### src/rtl/evr_pkg.sv
package evr_pkg;

    localparam int MSG_AW = 32;
    localparam int MSG_DW = 32;
    localparam int CFG_W  = MSG_AW + MSG_DW;

    typedef struct packed {
        logic [MSG_AW-1:0] addr;
        logic [MSG_DW-1:0] data;
    } msg_t;

    typedef enum logic [1:0] {
        DLV_NONE  = 2'd0,
        DLV_LEVEL = 2'd1,
        DLV_PULSE = 2'd2,
        DLV_MSG   = 2'd3
    } dlv_e;

    function automatic dlv_e evr_classify(input logic fire, input logic level,
                                          input logic msg);
        if (!fire)      return DLV_NONE;
        else if (msg)   return DLV_MSG;
        else if (level) return DLV_LEVEL;
        else            return DLV_PULSE;
    endfunction

endpackage

### src/rtl/evr_status_bank.sv
module evr_status_bank
    import evr_pkg::*;
#(
    parameter int N_CH = 4
) (
    input  logic            clk,
    input  logic            rst,
    input  logic            glb_en_i,
    input  logic [N_CH-1:0] event_i,
    input  logic [N_CH-1:0] enable_i,
    input  logic [N_CH-1:0] level_i,
    input  logic [N_CH-1:0] msg_en_i,
    input  logic            sts_wr_i,
    input  logic [N_CH-1:0] sts_wdata_i,
    output logic [N_CH-1:0] sts_o,
    output logic [N_CH-1:0] line_src_o,
    output logic [N_CH-1:0] msg_fire_o,
    output logic [N_CH-1:0] msg_keep_o
);

    logic [N_CH-1:0] sts_q, sts_d, msg_en_q;
    dlv_e            kind [N_CH];

    for (genvar c = 0; c < N_CH; c++) begin : g_ch
        logic allow, msg_rise;
        assign allow    = enable_i[c] & glb_en_i;
        assign msg_rise = msg_en_i[c] & ~msg_en_q[c];
        assign kind[c]  = evr_classify(event_i[c] & allow, level_i[c], msg_en_i[c]);

        always_comb begin
            if (!allow)                          sts_d[c] = 1'b0;
            else if (msg_rise)                   sts_d[c] = 1'b0;
            else if (kind[c] == DLV_LEVEL)       sts_d[c] = 1'b1;
            else if (kind[c] == DLV_PULSE)       sts_d[c] = 1'b0;
            else if (sts_wr_i && sts_wdata_i[c]) sts_d[c] = 1'b0;
            else                                 sts_d[c] = sts_q[c];
        end

        assign line_src_o[c] = (sts_d[c] & level_i[c] & ~msg_en_i[c])
                             | (kind[c] == DLV_PULSE);
        assign msg_fire_o[c] = (kind[c] == DLV_MSG);
        assign msg_keep_o[c] = allow & msg_en_i[c];
    end

    always_ff @(posedge clk) begin
        if (rst) begin
            sts_q    <= '0;
            msg_en_q <= '0;
        end else begin
            sts_q    <= sts_d;
            msg_en_q <= msg_en_i;
        end
    end

    assign sts_o = sts_q;

endmodule

### src/rtl/evr_line_map.sv
module evr_line_map #(
    parameter int N_CH     = 4,
    parameter int N_LINES  = 24,
    parameter int RTC_LINE = 8,
    parameter int RT_W     = 5
) (
    input  logic               clk,
    input  logic               rst,
    input  logic               legacy_i,
    input  logic [N_CH-1:0]    src_i,
    input  logic [N_CH*RT_W-1:0] route_i,
    input  logic               ext_pit_i,
    input  logic               ext_rtc_i,
    output logic [N_LINES-1:0] irq_o,
    output logic               pit_en_o
);

    localparam logic [RT_W-1:0] RTC_DST = RT_W'(RTC_LINE);

    logic [RT_W-1:0]    dst [N_CH];
    logic [N_LINES-1:0] drv, irq_q;
    logic               pit_en_q;

    for (genvar c = 0; c < N_CH; c++) begin : g_dst
        if (c == 0) begin : g_c0
            assign dst[c] = legacy_i ? '0 : route_i[c*RT_W +: RT_W];
        end else if (c == 1) begin : g_c1
            assign dst[c] = legacy_i ? RTC_DST : route_i[c*RT_W +: RT_W];
        end else begin : g_cn
            assign dst[c] = route_i[c*RT_W +: RT_W];
        end
    end

    always_comb begin
        drv = '0;
        for (int l = 0; l < N_LINES; l++) begin
            for (int c = 0; c < N_CH; c++) begin
                if (src_i[c] && dst[c] == RT_W'(l)) drv[l] = 1'b1;
            end
        end
        if (!legacy_i) begin
            drv[0]        = drv[0] | ext_pit_i;
            drv[RTC_LINE] = drv[RTC_LINE] | ext_rtc_i;
        end
    end

    always_ff @(posedge clk) begin
        if (rst) begin
            irq_q    <= '0;
            pit_en_q <= 1'b1;
        end else begin
            irq_q    <= drv;
            pit_en_q <= ~legacy_i;
        end
    end

    assign irq_o    = irq_q;
    assign pit_en_o = pit_en_q;

endmodule

### src/rtl/evr_msg_port.sv
module evr_msg_port
    import evr_pkg::*;
#(
    parameter int N_CH = 4
) (
    input  logic                  clk,
    input  logic                  rst,
    input  logic [N_CH-1:0]       fire_i,
    input  logic [N_CH-1:0]       keep_i,
    input  logic [N_CH*CFG_W-1:0] cfg_i,
    input  logic                  ready_i,
    output logic                  valid_o,
    output msg_t                  msg_o
);

    logic [N_CH-1:0] pend_q, grant;
    logic            valid_q, load, found;
    msg_t            msg_q, pick;

    assign load = ~valid_q | ready_i;

    always_comb begin
        grant = '0;
        found = 1'b0;
        pick  = '0;
        for (int c = 0; c < N_CH; c++) begin
            if (load && pend_q[c] && !found) begin
                grant[c] = 1'b1;
                found    = 1'b1;
                pick     = msg_t'(cfg_i[c*CFG_W +: CFG_W]);
            end
        end
    end

    always_ff @(posedge clk) begin
        if (rst) begin
            pend_q  <= '0;
            valid_q <= 1'b0;
            msg_q   <= '0;
        end else begin
            pend_q <= ((pend_q & ~grant) | fire_i) & keep_i;
            if (load) begin
                valid_q <= found;
                if (found) msg_q <= pick;
            end
        end
    end

    assign valid_o = valid_q;
    assign msg_o   = msg_q;

endmodule

### src/rtl/evr_router.sv
module evr_router
    import evr_pkg::*;
#(
    parameter int N_CH     = 4,
    parameter int N_LINES  = 24,
    parameter int RTC_LINE = 8,
    parameter int RT_W     = $clog2(N_LINES)
) (
    input  logic                  clk,
    input  logic                  rst,
    input  logic                  glb_en_i,
    input  logic                  legacy_i,
    input  logic [N_CH-1:0]       ch_event_i,
    input  logic [N_CH-1:0]       ch_enable_i,
    input  logic [N_CH-1:0]       ch_level_i,
    input  logic [N_CH-1:0]       ch_msg_en_i,
    input  logic [N_CH*RT_W-1:0]  ch_route_i,
    input  logic [N_CH*64-1:0]    ch_msg_cfg_i,
    input  logic                  ext_pit_i,
    input  logic                  ext_rtc_i,
    input  logic                  sts_wr_i,
    input  logic [N_CH-1:0]       sts_wdata_i,
    input  logic                  msg_ready_i,
    output logic [N_LINES-1:0]    irq_o,
    output logic [N_CH-1:0]       sts_o,
    output logic                  pit_en_o,
    output logic                  msg_valid_o,
    output logic [31:0]           msg_addr_o,
    output logic [31:0]           msg_data_o
);

    logic [N_CH-1:0] line_src, msg_fire, msg_keep;
    msg_t            msg;

    evr_status_bank #(.N_CH(N_CH)) u_sts (
        .clk        (clk),
        .rst        (rst),
        .glb_en_i   (glb_en_i),
        .event_i    (ch_event_i),
        .enable_i   (ch_enable_i),
        .level_i    (ch_level_i),
        .msg_en_i   (ch_msg_en_i),
        .sts_wr_i   (sts_wr_i),
        .sts_wdata_i(sts_wdata_i),
        .sts_o      (sts_o),
        .line_src_o (line_src),
        .msg_fire_o (msg_fire),
        .msg_keep_o (msg_keep)
    );

    evr_line_map #(
        .N_CH(N_CH), .N_LINES(N_LINES), .RTC_LINE(RTC_LINE), .RT_W(RT_W)
    ) u_lines (
        .clk      (clk),
        .rst      (rst),
        .legacy_i (legacy_i),
        .src_i    (line_src),
        .route_i  (ch_route_i),
        .ext_pit_i(ext_pit_i),
        .ext_rtc_i(ext_rtc_i),
        .irq_o    (irq_o),
        .pit_en_o (pit_en_o)
    );

    evr_msg_port #(.N_CH(N_CH)) u_msg (
        .clk    (clk),
        .rst    (rst),
        .fire_i (msg_fire),
        .keep_i (msg_keep),
        .cfg_i  (ch_msg_cfg_i),
        .ready_i(msg_ready_i),
        .valid_o(msg_valid_o),
        .msg_o  (msg)
    );

    assign msg_addr_o = msg.addr;
    assign msg_data_o = msg.data;

endmodule

### config.mk
export PLATFORM = sky130hd
export DESIGN_NAME = evr_router
export DESIGN_NICKNAME = d
export VERILOG_FILES = /design/src/rtl/evr_pkg.sv /design/src/rtl/evr_status_bank.sv /design/src/rtl/evr_line_map.sv /design/src/rtl/evr_msg_port.sv /design/src/rtl/evr_router.sv
export SDC_FILE = /design/constraint.sdc
export NUM_CORES = 1
export LEC_CHECK = 0
export ABC_AREA = 1
export ABC_CLOCK_PERIOD_IN_PS = 1700
export BUFFER_PORTS_ARGS = -buffer_cell sky130_fd_sc_hd__buf_2
export CORE_AREA = 2 2 153 155
export DETAILED_ROUTE_END_ITERATION = 16
export DIE_AREA = 0 0 155 157
export GPL_TIMING_DRIVEN = 1
export SLEW_MARGIN = 30
export SYNTH_ARGS = -nofsm -noshare
export SYNTH_HDL_FRONTEND = slang
export SYNTH_HIERARCHICAL = 1
export SYNTH_SLANG_ARGS = --single-unit
### constraint.sdc
create_clock -name clk -period 1.7 [get_ports clk]
set_input_delay 0.34 -clock clk [delete_from_list [all_inputs] [get_ports clk]]
set_output_delay 0.34 -clock clk [all_outputs]
set_load 0.005 [all_outputs]
# Yosys cells after proc, flatten, opt, wreduce, memory -nomap -nowiden

Cells that the tools add are included.

Add/subtract/negate cells: 0
$mul: 0
Divide/modulo/power cells: 0
Magnitude comparators: 0
Equality and inequality tests: 104
Shift-type cells: 0
Mux-type cells: 143
Bitwise logic cells: 45
Reductions and logical operators: 115

Operator list:

| operator             | count |
|---|---|
| $mux W64             | 4 |
| $eq A5 B4 Y1 const B | 32 |
| $eq A5 B5 Y1 const B | 32 |
| $mux W1              | 125 |
| $logic_and A1 B1 Y1  | 107 |
| $eq A5 B3 Y1 const B | 16 |
| $eq A5 B2 Y1 const B | 8 |
| $and A1 B1 Y1        | 24 |
| $mux W2              | 12 |
| $eq A5 B1 Y1 const B | 4 |
| $logic_not A5 Y1     | 4 |
| $eq A2 B2 Y1 const B | 8 |
| $mux W5              | 2 |
| $not A1 Y1           | 10 |
| $and A4 B4 Y4        | 2 |
| $eq A2 B1 Y1 const B | 4 |
| $or A1 B1 Y1         | 7 |
| $not A4 Y4           | 1 |
| $or A4 B4 Y4         | 1 |
| $logic_not A1 Y1     | 3 |
| $reduce_and A2 Y1    | 1 |

Bits in registers: 102
Bits in latches: 0
Memory bits (writable): 0
Memory bits (read-only): 0
Input bits: 304
Output and inout port bits: 94
Word-level logic and storage cells: 415
Memories kept: 0

# Logic depth before layout (Yosys ltp)

Gate-level depths: netlist of the first run.

Word-level depth: 18
Mapped depth: 16
Mapped depth without buffers: 14

# Cells and area by module

Netlist of the first run, hierarchy kept.

Modules (own cells, without submodules):

| module          | instances | cells each | area each (µm²) | seq. area each (µm²) |
|---|---|---|---|---|
| evr_msg_port    | 1         | 796        | 4774.6          | 1381.3 |
| evr_line_map    | 1         | 337        | 1975.6          | 500.5 |
| evr_status_bank | 1         | 100        | 618.1           | 160.2 |

# Worst setup path after synthesis of the first run

No wires, ideal clock.

Kind: input-to-reg
Start point: input glb_en_i
End point: register u_lines.irq_q[5], in the netlist u_lines/irq_o[5]
Setup time: 56 ps
Arrival: 1555 ps
Data required time: 1644 ps
Setup slack: 90 ps
Cell stages on the path: 16
Buffers on the path: 2
Cells stage by stage: buf_6 -> nand2_4 -> clkinv_2 -> nand2_2 -> nor2_2 -> nand3_1 -> nand2_1 -> inv_1 -> nor2_2 -> buf_4 -> nand3_1 -> nand2_1 -> inv_1 -> nand3_1 -> nand2_1 -> inv_1

Elaborated cells on any way between the ends: 56
Classes of those cells: eq/ne (8); mux (24); bitwise (20); reduce/logical (4)

RTL lines:

| item                       | line                                         | RTL |
|---|---|---|
| start: declaration         | evr_router.sv:11                             | `input logic glb_en_i,` |
| $and A1 B1 Y1 *            | evr_status_bank.sv:26                        | `assign allow = enable_i[c] & glb_en_i;` |
| $and A1 B1 Y1              | evr_status_bank.sv:28                        | `assign kind[c] = evr_classify(event_i[c] & allow, level_i[c], msg_en_i[c]);` |
| $mux W2                    | evr_pkg.sv:21                                | `if (!fire) return DLV_NONE;` |
| $eq A2 B2 Y1               | evr_status_bank.sv:34, evr_status_bank.sv:40 |  |
| $mux W1                    | evr_status_bank.sv:34                        | `else if (kind[c] == DLV_PULSE) sts_d[c] = 1'b0;` |
| $mux W1                    | evr_status_bank.sv:33                        | `else if (kind[c] == DLV_LEVEL) sts_d[c] = 1'b1;` |
| $mux W1                    | evr_status_bank.sv:32                        | `else if (msg_rise) sts_d[c] = 1'b0;` |
| $mux W1                    | evr_status_bank.sv:31                        | `if (!allow) sts_d[c] = 1'b0;` |
| $and A1 B1 Y1 (2 in a row) | evr_status_bank.sv:39                        | `assign line_src_o[c] = (sts_d[c] & level_i[c] & ~msg_en_i[c])` |
| $or A1 B1 Y1 *             | evr_status_bank.sv:40                        | `\| (kind[c] == DLV_PULSE);` |
| named net line_src[2]      | evr_router.sv:32                             | `logic [N_CH-1:0] line_src, msg_fire, msg_keep;` |
| $logic_and A1 B1 Y1 *      | evr_line_map.sv:38                           | `if (src_i[c] && dst[c] == RT_W'(l)) drv[l] = 1'b1;` |
| $mux W1 * (2 in a row)     | evr_line_map.sv:38                           |  |
| end signal: assignment     | evr_line_map.sv:52                           | `irq_q <= drv;` |
| end: declaration           | evr_line_map.sv:21                           | `logic [N_LINES-1:0] drv, irq_q;` |

Mark *: on every way through the listed nets, which the timed path passes. The rest lies on a longest branch.
A chain may end at the register's enable or synchronous reset.

# Final worst setup path of the first run

Start point: register u_msg.pend_q[0]
End point: register u_msg.msg_q (netlist bit u_msg/msg_o[14])

Cells in the longest elaborated chain, start to end: 12
Elaborated cells on any way between the ends: 16
Classes of those cells: mux (8); reduce/logical (8)

Ends and longest elaborated chain:

| item                               | line               | RTL |
|---|---|---|
| start: declaration                 | evr_msg_port.sv:16 | `logic [N_CH-1:0] pend_q, grant;` |
| start signal: assignment           | evr_msg_port.sv:41 | `pend_q <= ((pend_q & ~grant) \| fire_i) & keep_i;` |
| $logic_and A1 B1 Y1 *              | evr_msg_port.sv:27 | `if (load && pend_q[c] && !found) begin` |
| $mux W1                            | evr_msg_port.sv:27 |  |
| $logic_not A1 Y1                   | evr_msg_port.sv:27 |  |
| $logic_and A1 B1 Y1                | evr_msg_port.sv:27 |  |
| $mux W1                            | evr_msg_port.sv:27 |  |
| $logic_not A1 Y1                   | evr_msg_port.sv:27 |  |
| $logic_and A1 B1 Y1                | evr_msg_port.sv:27 |  |
| $mux W1                            | evr_msg_port.sv:27 |  |
| $logic_not A1 Y1                   | evr_msg_port.sv:27 |  |
| $logic_and A1 B1 Y1                | evr_msg_port.sv:27 |  |
| $mux W1                            | evr_msg_port.sv:27 |  |
| $reduce_and A2 Y1 (no source line) | --                 |  |
| end signal: assignment             | evr_msg_port.sv:44 | `if (found) msg_q <= pick;` |
| end: declaration                   | evr_msg_port.sv:18 | `msg_t msg_q, pick;` |

Mark *: on every way between the ends. The rest lies on a longest branch, timed or not.

==> metrics.md, run 1 <==
| Metric | Value |
|---|---|
| Slew at the pin with the worst max-slew slack | `0.739 ns` |
| Routed wire per std cell | `15.0 um` |
| Number of buffers created by CTS | `9` |
| Leading post-synthesis cells by cell area | `sky130_fd_sc_hd__dfxtp_1 (28%), sky130_fd_sc_hd__nand2_1 (13%), sky130_fd_sc_hd__inv_1 (11%)` |
| Launch point of the worst hold path | `legacy_i` |
| Clock slew seen by the registers of the worst setup and hold paths | `0.08 ns` |
| Endpoint of the lowest-slack register-to-register path | `u_msg/msg_o[14]` |
| Most used flip-flop cell after synthesis | `sky130_fd_sc_hd__dfxtp_1` |
| Count of different cell masters after synthesis | `30` |
| Yosys top cell by area | `sky130_fd_sc_hd__dfxtp_1` |
| Max Buffers Root-to-Sink | `2` |
| Clock tree from TritonCTS | `built` |
| Synthesized cell area | `7370 sq um` |
| Tightest Hold Check Type | `input port to register` |
| Final Wtd Congestion | `0.956` |
| Total number of nets in the final design | `1950` |
| RSZ-0062 raised after global routing | `no` |
| Die W | `155 um` |
| Quantity of hold-fixing buffers added after cts | `0` |
| Number of antenna violations at the first check in global routing | `5` |
| Parity-gate share of the synthesized area counting xor and xnor cells | `0` |
| Multiplexer share of the synthesized area | `0` |
| Final Util | `0.458` |
| Async S/R FF share, synth | `0` |
| Starting utilization of the core area | `0.327` |
| Pin count of the biggest net entering global routing | `65` |
| Proportion of power drawn by combinational gates | `0.165` |
| Worst slack, placed | `-0.183 ns` |
| Global routing usage summed across all routing layers | `0.230` |
| Outcome | `finished clean` |
| Hold Crit Endpoint | `u_lines/pit_en_o` |
| Capturing element type of the critical path | `register` |
| DRC violation count after routing | `0` |
| Leakage power of the design | `0.00601 uW` |
| Setup Crit Path Kind | `register to register` |
| Switching part of the total power | `0.280` |
| FF+latch count, synth | `102` |
| Data required time at the worst endpoint | `1.99 ns` |
| Max Fclk | `616 MHz` |
| Synth Area in Adders | `0` |
| Total nets after synthesis | `1537` |
| Number of primary I/O pins | `398` |
| Seq/Total Area, Yosys | `0.277` |
| Flop pwr share | `0.454` |
| Aggregate routed wire length | `29.1 mm` |
| Vias per cell | `4.61` |
| Post-synthesis average cell area | `5.98 sq um` |
| Cell family with most CP delay | `compound AO/OA/AOI/OAI gates` |
| Chip Height | `157 um` |
| Clock latency reported for the late side of the worst-skew pair | `0.36 ns` |
| Port bufs | `397` |
| Library cell contributing the largest single delay on the critical path | `sky130_fd_sc_hd__o21ai_0` |
| Cell area power density | `521 nW/um^2` |
| Highest net fanout along the worst path | `34` |
| Floorplan die area | `24300 sq um` |
| Detailed Place HPWL | `23.3 mm` |
| H-tree level count | `3` |
| Setup slack after layout | `0.0776 ns` |
| Sum of buffers and inverters on the critical path | `2` |
| Clock power share | `0.381` |
| Synthesis-to-layout area growth | `39.9%` |
| Critical path startpoint category | `register` |
| Internal cell power | `3870 uW` |
| Count of routing violations after the opening detailed-route iteration | `640` |
| Peak ir drop on the vdd network | `0.632 mV` |
| Clock Skews | `0.0112 ns` |
| Number of global-route vias before repair | `8143` |
| Layout cell share with drive strength beyond 1 | `0.324` |
| Cell count of the worst hold path | `2` |
| Maximum capacitance violations | `0` |
| Final antenna-violating net count | `0` |
| Cell at the root of the clock tree | `sky130_fd_sc_hd__clkbuf_16` |
| Count of vias placed by the detailed router | `8931` |
| Router iterations before antenna repair | `5` |
| Wire length of the first global-routing pass | `43.7 mm` |
| Std cell rows | `55` |
| Logic depth of the worst register-to-register path | `6` |
| Fin crit period | `1.62 ns` |
| Number of instances in the synthesized netlist | `1233` |
| Compound-cell area share of the yosys netlist | `0.139` |
| Largest family of logic cells by synthesized area | `simple AND/OR/NAND/NOR gates` |
| Setup Viol. Count Final | `0` |
| Total grt overflow | `0` |
| Max stage delay on crit path | `0.40 ns` |
| Switching power | `1500 uW` |
| Startpoint of the worst register-to-register path | `u_msg/pend_q[0]` |
| Simple-gate area share of the yosys netlist | `0.415` |
| Final max-slew violation count | `0` |
| Ordered cell list for the critical path | `inv_2 -> nand3_2 -> buf_12 -> o21ai_0 -> nor2_1 -> a21oi_1` |
| Yosys warning total | `6` |
| Core Area | `22500 sq um` |
| Ratio of final minimum period to clock period | `0.954` |
| Final hold vios | `0` |
| Clock Sink Count | `102` |
| Worst slew margin relative to its limit | `0.507` |
| Number of enable flip-flop cells after synthesis | `0` |
| Arrival time of data at the critical path endpoint | `1.92 ns` |
| Worst R2R Setup Slack | `0.08 ns` |
| Portion of synthesized cell area occupied by the leading cell type | `0.277` |
## worst register-to-register path, cell delays in order (launching register included)
cell and delay (ns):
sky130_fd_sc_hd__dfxtp_1 0.37, sky130_fd_sc_hd__inv_2 0.17, sky130_fd_sc_hd__nand3_2 0.17, sky130_fd_sc_hd__buf_12 0.21
sky130_fd_sc_hd__o21ai_0 0.41, sky130_fd_sc_hd__nor2_1 0.10, sky130_fd_sc_hd__a21oi_1 0.13
## logic make-up (layout without fill, tap and decap cells)
kind of cell,Yosys count,after routing
other,0,3
buffers and inverters,287,704
flip-flops,102,102
AND/OR/NAND/NOR,647,647
AO/OA/AOI/OAI,197,197
## cell usage in the layout, fill, tap and decap left out, types with 4 or more instances in the layout
cell type                   instances
sky130_fd_sc_hd__nor2_4             8
sky130_fd_sc_hd__a21oi_1           63
sky130_fd_sc_hd__nor2_1           177
sky130_fd_sc_hd__o21ai_1           15
sky130_fd_sc_hd__o21ai_2            4
sky130_fd_sc_hd__dfxtp_1          102
sky130_fd_sc_hd__nand2_4            8
sky130_fd_sc_hd__nand2_1          245
sky130_fd_sc_hd__nand4_1           12
sky130_fd_sc_hd__buf_4             51
sky130_fd_sc_hd__clkbuf_16          9
sky130_fd_sc_hd__nand3b_1          62
sky130_fd_sc_hd__inv_2              6
sky130_fd_sc_hd__buf_2            397
sky130_fd_sc_hd__buf_12            15
sky130_fd_sc_hd__nand3_4            5
sky130_fd_sc_hd__nor2_2             8
sky130_fd_sc_hd__inv_1            217
sky130_fd_sc_hd__nand2_2           10
sky130_fd_sc_hd__o21ai_0          110
sky130_fd_sc_hd__nand3_1          106
## sequential cells by signal, indices dropped and copies added, names as in the netlist
signal            flops
u_msg/msg_o          64
u_lines/irq_o        24
u_msg/pend_q          4
u_sts/msg_en_q        4
u_sts/sts_o           4
u_lines/pit_en_o      1
u_msg/valid_o         1
## metrics by stage
step / std cells / instance area [sq um] / total power, uW / setup TNS [ns] / hold WS [ns]
after floorplan: 1233 / 7370 / 2830 / 0 / 0.409
after global placement: 1919 / 10000 / 3370 / -2.21 / 0.533
after detailed placement: 1919 / 10000 / 3380 / -3.05 / 0.523
after CTS: 1934 / 10300 / 5440 / 0 / 0.186
after global routing: 1935 / 10300 / 5660 / 0 / 0.190
final: 1938 / 10300 / 5370 / 0 / 0.201
## cells in the mapped netlist, drive strengths merged (2+ instances only)
cell type and n:
nand3b 62, clkinv 2, inv 224, nor3b 2, dfxtp 102, o21ai 130, nand2 263, nand3 112
a21oi 66, buf 36, nor2 193, nand4 12, clkbuf 25, nor3 3
## worst max-delay path by stage
stage               cells past startpoint  slack (ns)             from           endpoint
floorplan                              16        0.09         glb_en_i   u_lines/irq_o[5]
global placement                       14       -0.14         glb_en_i  u_lines/irq_o[20]
detailed placement                     14       -0.18         glb_en_i  u_lines/irq_o[20]
CTS                                     7       0.003  u_msg/pend_q[0]     u_msg/msg_o[1]
global route                            8        0.01  u_msg/pend_q[0]    u_msg/msg_o[36]
finish                                  6        0.08  u_msg/pend_q[0]    u_msg/msg_o[14]
## cell type report
| type | count | area (sq um) |
|---|---|---|
| antenna | 3 | 7.51 |
| clock buffer | 9 | 225 |
| inverter | 226 | 852 |
| fill | 2447 | 12200 |
| tap | 285 | 357 |
| timing repair buffer | 463 | 2670 |
| clock inverter | 6 | 56.3 |
| sequential | 102 | 2040 |
| multi-input combinational | 844 | 4100 |
## power by group through the flow
stage	combinational (uW)	sequential (uW)	clock [uW]
global route	983	2440	2230
CTS	889	2440	2120
global placement	879	2490	0
floorplan	334	2490	0
finish	888	2440	2040
detailed placement	882	2490	0
## per-layer routing
layer  part of all wire  track usage
met1               0.43        0.286
met2               0.48        0.401
met3              0.070       0.0529
met4              0.019       0.0622
met5             0.0011            0
## timing repair
action,CTS,global route
setup buffers,0,1
setup endpoints to repair,0,30
gates resized for setup,0,4
Power figures use the tool's default switching activity.
==> run 2, diff against run 1 <==
CORE_AREA = 2 2 154 156   (was 2 2 153 155)
DIE_AREA = 0 0 156 158   (was 0 0 155 157)
SYNTH_HIERARCHICAL = unset   (was 1)
==> run 2 against run 1 <==
Cell count fell by 12%. Via count is 5.9% lower. Global-route usage grew 0.87 points. Core utilization decreased by 6.3 points. First-iteration DRC count rose by 7.3%. Clock power up 9%. Clock skew hardly changed. Power grew 7.4%. Register-to-register slack gained 0.08 ns. Sequential power increased by 2%. Critical path depth is 1 higher. Setup slack gained 0.082 ns. Critical endpoint is now u_msg.msg_o[12]. Highest routed layer unchanged.
==> metrics.md, run 2 <==
| Metric | Value |
|---|---|
| Outcome | `finished clean` |
| Global routing usage summed across all routing layers | `0.239 (+0.00866)` |
| Std cell rows | `56 (+1.8%)` |
| Clock Sink Count | `102 (unchanged)` |
| Count of routing violations after the opening detailed-route iteration | `687 (+7.3%)` |
| Cell at the root of the clock tree | `sky130_fd_sc_hd__clkbuf_16` |
| Leading post-synthesis cells by cell area | `sky130_fd_sc_hd__dfxtp_1 (33%), sky130_fd_sc_hd__nand3_1 (13%), sky130_fd_sc_hd__nand2_1 (11%)` |
| Maximum capacitance violations | `0 (unchanged)` |
| Vias per cell | `4.93 (+7.1%)` |
| Clock tree from TritonCTS | `built` |
| Number of global-route vias before repair | `7823 (-3.9%)` |
| Floorplan die area | `24600 sq um (+1.3%)` |
| Post-layout total power | `5770 uW (+7.4%)` |
| Placed cell count | `1682 (-12%)` |
| Number of buffers created by CTS | `9 (unchanged)` |
| Yosys top cell by area | `sky130_fd_sc_hd__dfxtp_1` |
| Post-CTS Repair Setup Buffers | `0 (unchanged)` |
| Starting utilization of the core area | `0.270 (-0.0578)` |
| Fin crit period | `1.54 ns (-0.0822 ns)` |
| Router iterations before antenna repair | `5 (unchanged)` |
| Setup Crit Path Kind | `register to register` |
| Count of vias placed by the detailed router | `8407 (-5.9%)` |
| Number of antenna violations at the first check in global routing | `10 (+5)` |
| Highest net fanout along the worst path | `22 (-35%)` |
| Total nets after synthesis | `1313 (-15%)` |
| Post-synthesis average cell area | `6.16 sq um (+3.1%)` |
| Most used flip-flop cell after synthesis | `sky130_fd_sc_hd__dfxtp_1` |
| Number of instances in the synthesized netlist | `1009 (-18%)` |
| Wire length of the first global-routing pass | `45.2 mm (+3.4%)` |
| Total number of nets in the final design | `1707 (-12%)` |
| Seq/Total Area, Yosys | `0.329 (+0.0514)` |
| Capturing element type of the critical path | `register` |
| Routed wire per std cell | `18.2 um (+21%)` |
| Final max-slew violation count | `0 (unchanged)` |
| Aggregate routed wire length | `31.0 mm (+6.5%)` |
| Slew at the pin with the worst max-slew slack | `0.519 ns (-0.220 ns)` |
| Total grt overflow | `0 (unchanged)` |
| Pin count of the biggest net entering global routing | `65 (unchanged)` |
| Cell area power density | `633 nW/um^2 (+22%)` |
| Max Fclk | `649 MHz (+5.3%)` |
| Peak ir drop on the vdd network | `0.475 mV (-25%)` |
| Leakage power of the design | `0.00450 uW (-25%)` |
| Clock Skews | `0.0110 ns (-0.000200 ns)` |
| Worst slew margin relative to its limit | `0.653 (+0.146)` |
| Layout cell share with drive strength beyond 1 | `0.339 (+0.0152)` |
| Final hold vios | `0 (unchanged)` |
| Synthesis-to-layout area growth | `46.6%` |
| Synthesized cell area | `6210 sq um (-16%)` |
| Core Area | `23100 sq um (+2.4%)` |
| Portion of synthesized cell area occupied by the leading cell type | `0.329 (+0.0514)` |
| RSZ-0062 raised after global routing | `no` |
| Number of enable flip-flop cells after synthesis | `0 (unchanged)` |
| Clock latency reported for the late side of the worst-skew pair | `0.36 ns (about the same)` |
| Arrival time of data at the critical path endpoint | `1.82 ns (-0.10 ns)` |
| FF+latch count, synth | `102 (unchanged)` |
| Data required time at the worst endpoint | `1.98 ns (about the same)` |
| Number of flip-flops under the largest register name | `64 (unchanged)` |
| Ratio of final minimum period to clock period | `0.906 (-0.0483)` |
| Setup Viol. Count Final | `0 (unchanged)` |
| Most common cell after layout, fill and taps aside | `sky130_fd_sc_hd__buf_2` |
| Async S/R FF share, synth | `0 (unchanged)` |
| Port bufs | `397 (unchanged)` |
| Critical path startpoint category | `register` |
| Commonest cells after routing, fill and taps aside | `sky130_fd_sc_hd__buf_2 (396), sky130_fd_sc_hd__nand2_1 (189), sky130_fd_sc_hd__nand3_1 (161)` |
| Fin cells | `1704 (-12%)` |
| Final antenna-violating net count | `0 (unchanged)` |
| Number of primary I/O pins | `398 (unchanged)` |
| Clock slew seen by the registers of the worst setup and hold paths | `0.08 ns (about the same)` |
| Detailed Place HPWL | `24.3 mm (+4.1%)` |
| Final Wtd Congestion | `0.991 (+3.7%)` |
| Top post-synthesis cells by count | `sky130_fd_sc_hd__nand2_1 (189), sky130_fd_sc_hd__nand3_1 (162), sky130_fd_sc_hd__nor2_1 (122), sky130_fd_sc_hd__inv_1 (110), sky130_fd_sc_hd__dfxtp_1 (102)` |
| Die W | `156 um (+0.65%)` |
| Yosys warning total | `0 (-6)` |
| Count of different cell masters after synthesis | `29 (-3.3%)` |
| Cell with the most instances after synthesis | `sky130_fd_sc_hd__nand2_1` |
| H-tree level count | `3 (unchanged)` |
| Tightest Hold Check Type | `input port to register` |
| Chip Height | `158 um (+0.64%)` |
| Max Buffers Root-to-Sink | `2 (unchanged)` |
| DRC violation count after routing | `0 (unchanged)` |
==> run 2: changes by cell type after synthesis, sizes merged, moves of 4 or more <==
cell,previous run,this run
inv,224,112
nor2,193,124
nand2,263,197
nand3b,62,1
a31oi,0,57
o21ai,130,78
nand3,112,162
nor3,3,15
a41oi,0,7
and3,0,4
buf,36,40
==> run 2: area by class of cell <==
class | count | area (sq um)
clock buffer | 9 | 225
timing repair buffer | 446 | 2520
antenna | 6 | 15.0
inverter | 116 | 435
sequential | 102 | 2040
tap | 290 | 363
fill | 2546 | 13900
multi-input combinational | 728 | 3430
clock inverter | 7 | 81.3
==> run 2: metrics by stage <==
step | instance area, sq um | TNS (ns) | util | worst slack [ns] | hold WS (ns)
2_1_floorplan | 6210 | 0 | - | 0.301 | 0.410
5_1_grt | 9110 | 0 | 0.395 | 0.0292 | 0.241
4_1_cts | 9100 | 0 | 0.395 | 0.128 | 0.232
3_3_place_gp | 8790 | -0.723 | 0.381 | -0.105 | 0.470
3_5_place_dp | 8790 | -0.774 | 0.381 | -0.0835 | 0.475
6_report | 9110 | 0 | 0.395 | 0.160 | 0.246
==> run 2: worst paths after layout <==
check,slack [ns],cells past startpoint,to,start
max,0.16,7,u_msg.msg_o[12],u_msg.valid_o
min,0.25,3,u_msg.msg_o[31],ch_msg_cfg_i[223]
max reg2reg,0.16,7,u_msg.msg_o[12],u_msg.valid_o
min reg2reg,0.49,2,u_msg.msg_o[28],u_msg.msg_o[28]
==> run 2: critical path, stage by stage, from the launching register on <==
cell and delay, ns:
sky130_fd_sc_hd__dfxtp_1 0.34, sky130_fd_sc_hd__nand2_2 0.14, sky130_fd_sc_hd__o21ai_2 0.11, sky130_fd_sc_hd__nand2_2 0.12, sky130_fd_sc_hd__a21oi_4 0.18, sky130_fd_sc_hd__buf_4 0.30, sky130_fd_sc_hd__nand2_1 0.09, sky130_fd_sc_hd__a31oi_1 0.19
==> run 2: metal layers <==
layer | vias to the layer above | routed length (um) | global-route usage
li1 | 4167 | - | -
met1 | 3758 | 12300 | 0.284
met2 | 397 | 14600 | 0.400
met3 | 77 | 2720 | 0.0652
met4 | 8 | 1350 | 0.114
met5 | - | 58 | 0
==> run 2: power breakdown <==
part / internal (uW) / leakage [uW] / switching (uW) / total (uW)
Sequential: 2460 / 0.000828 / 34.7 / 2500
Clock: 1170 / 0.000152 / 1060 / 2230
Combinational: 474 / 0.00352 / 570 / 1040
Total: 4100 / 0.00450 / 1660 / 5770
==> run 2: logic make-up (layout without fill, tap and decap cells) <==
| group | after synthesis | count (layout) | share of synthesized area |
|---|---|---|---|
| AO/OA/AOI/OAI | 211 | 211 | 0.189 |
| buffers and inverters | 179 | 578 | 0.122 |
| flip-flops | 102 | 102 | 0.329 |
| other | 0 | 6 | 0 |
| AND/OR/NAND/NOR | 517 | 517 | 0.360 |
==> run 2: repair_timing <==
item | CTS | global route
hold buffers | 0 | 0
endpoints found under the setup margin | 0 | 1
resized for setup | 0 | 1
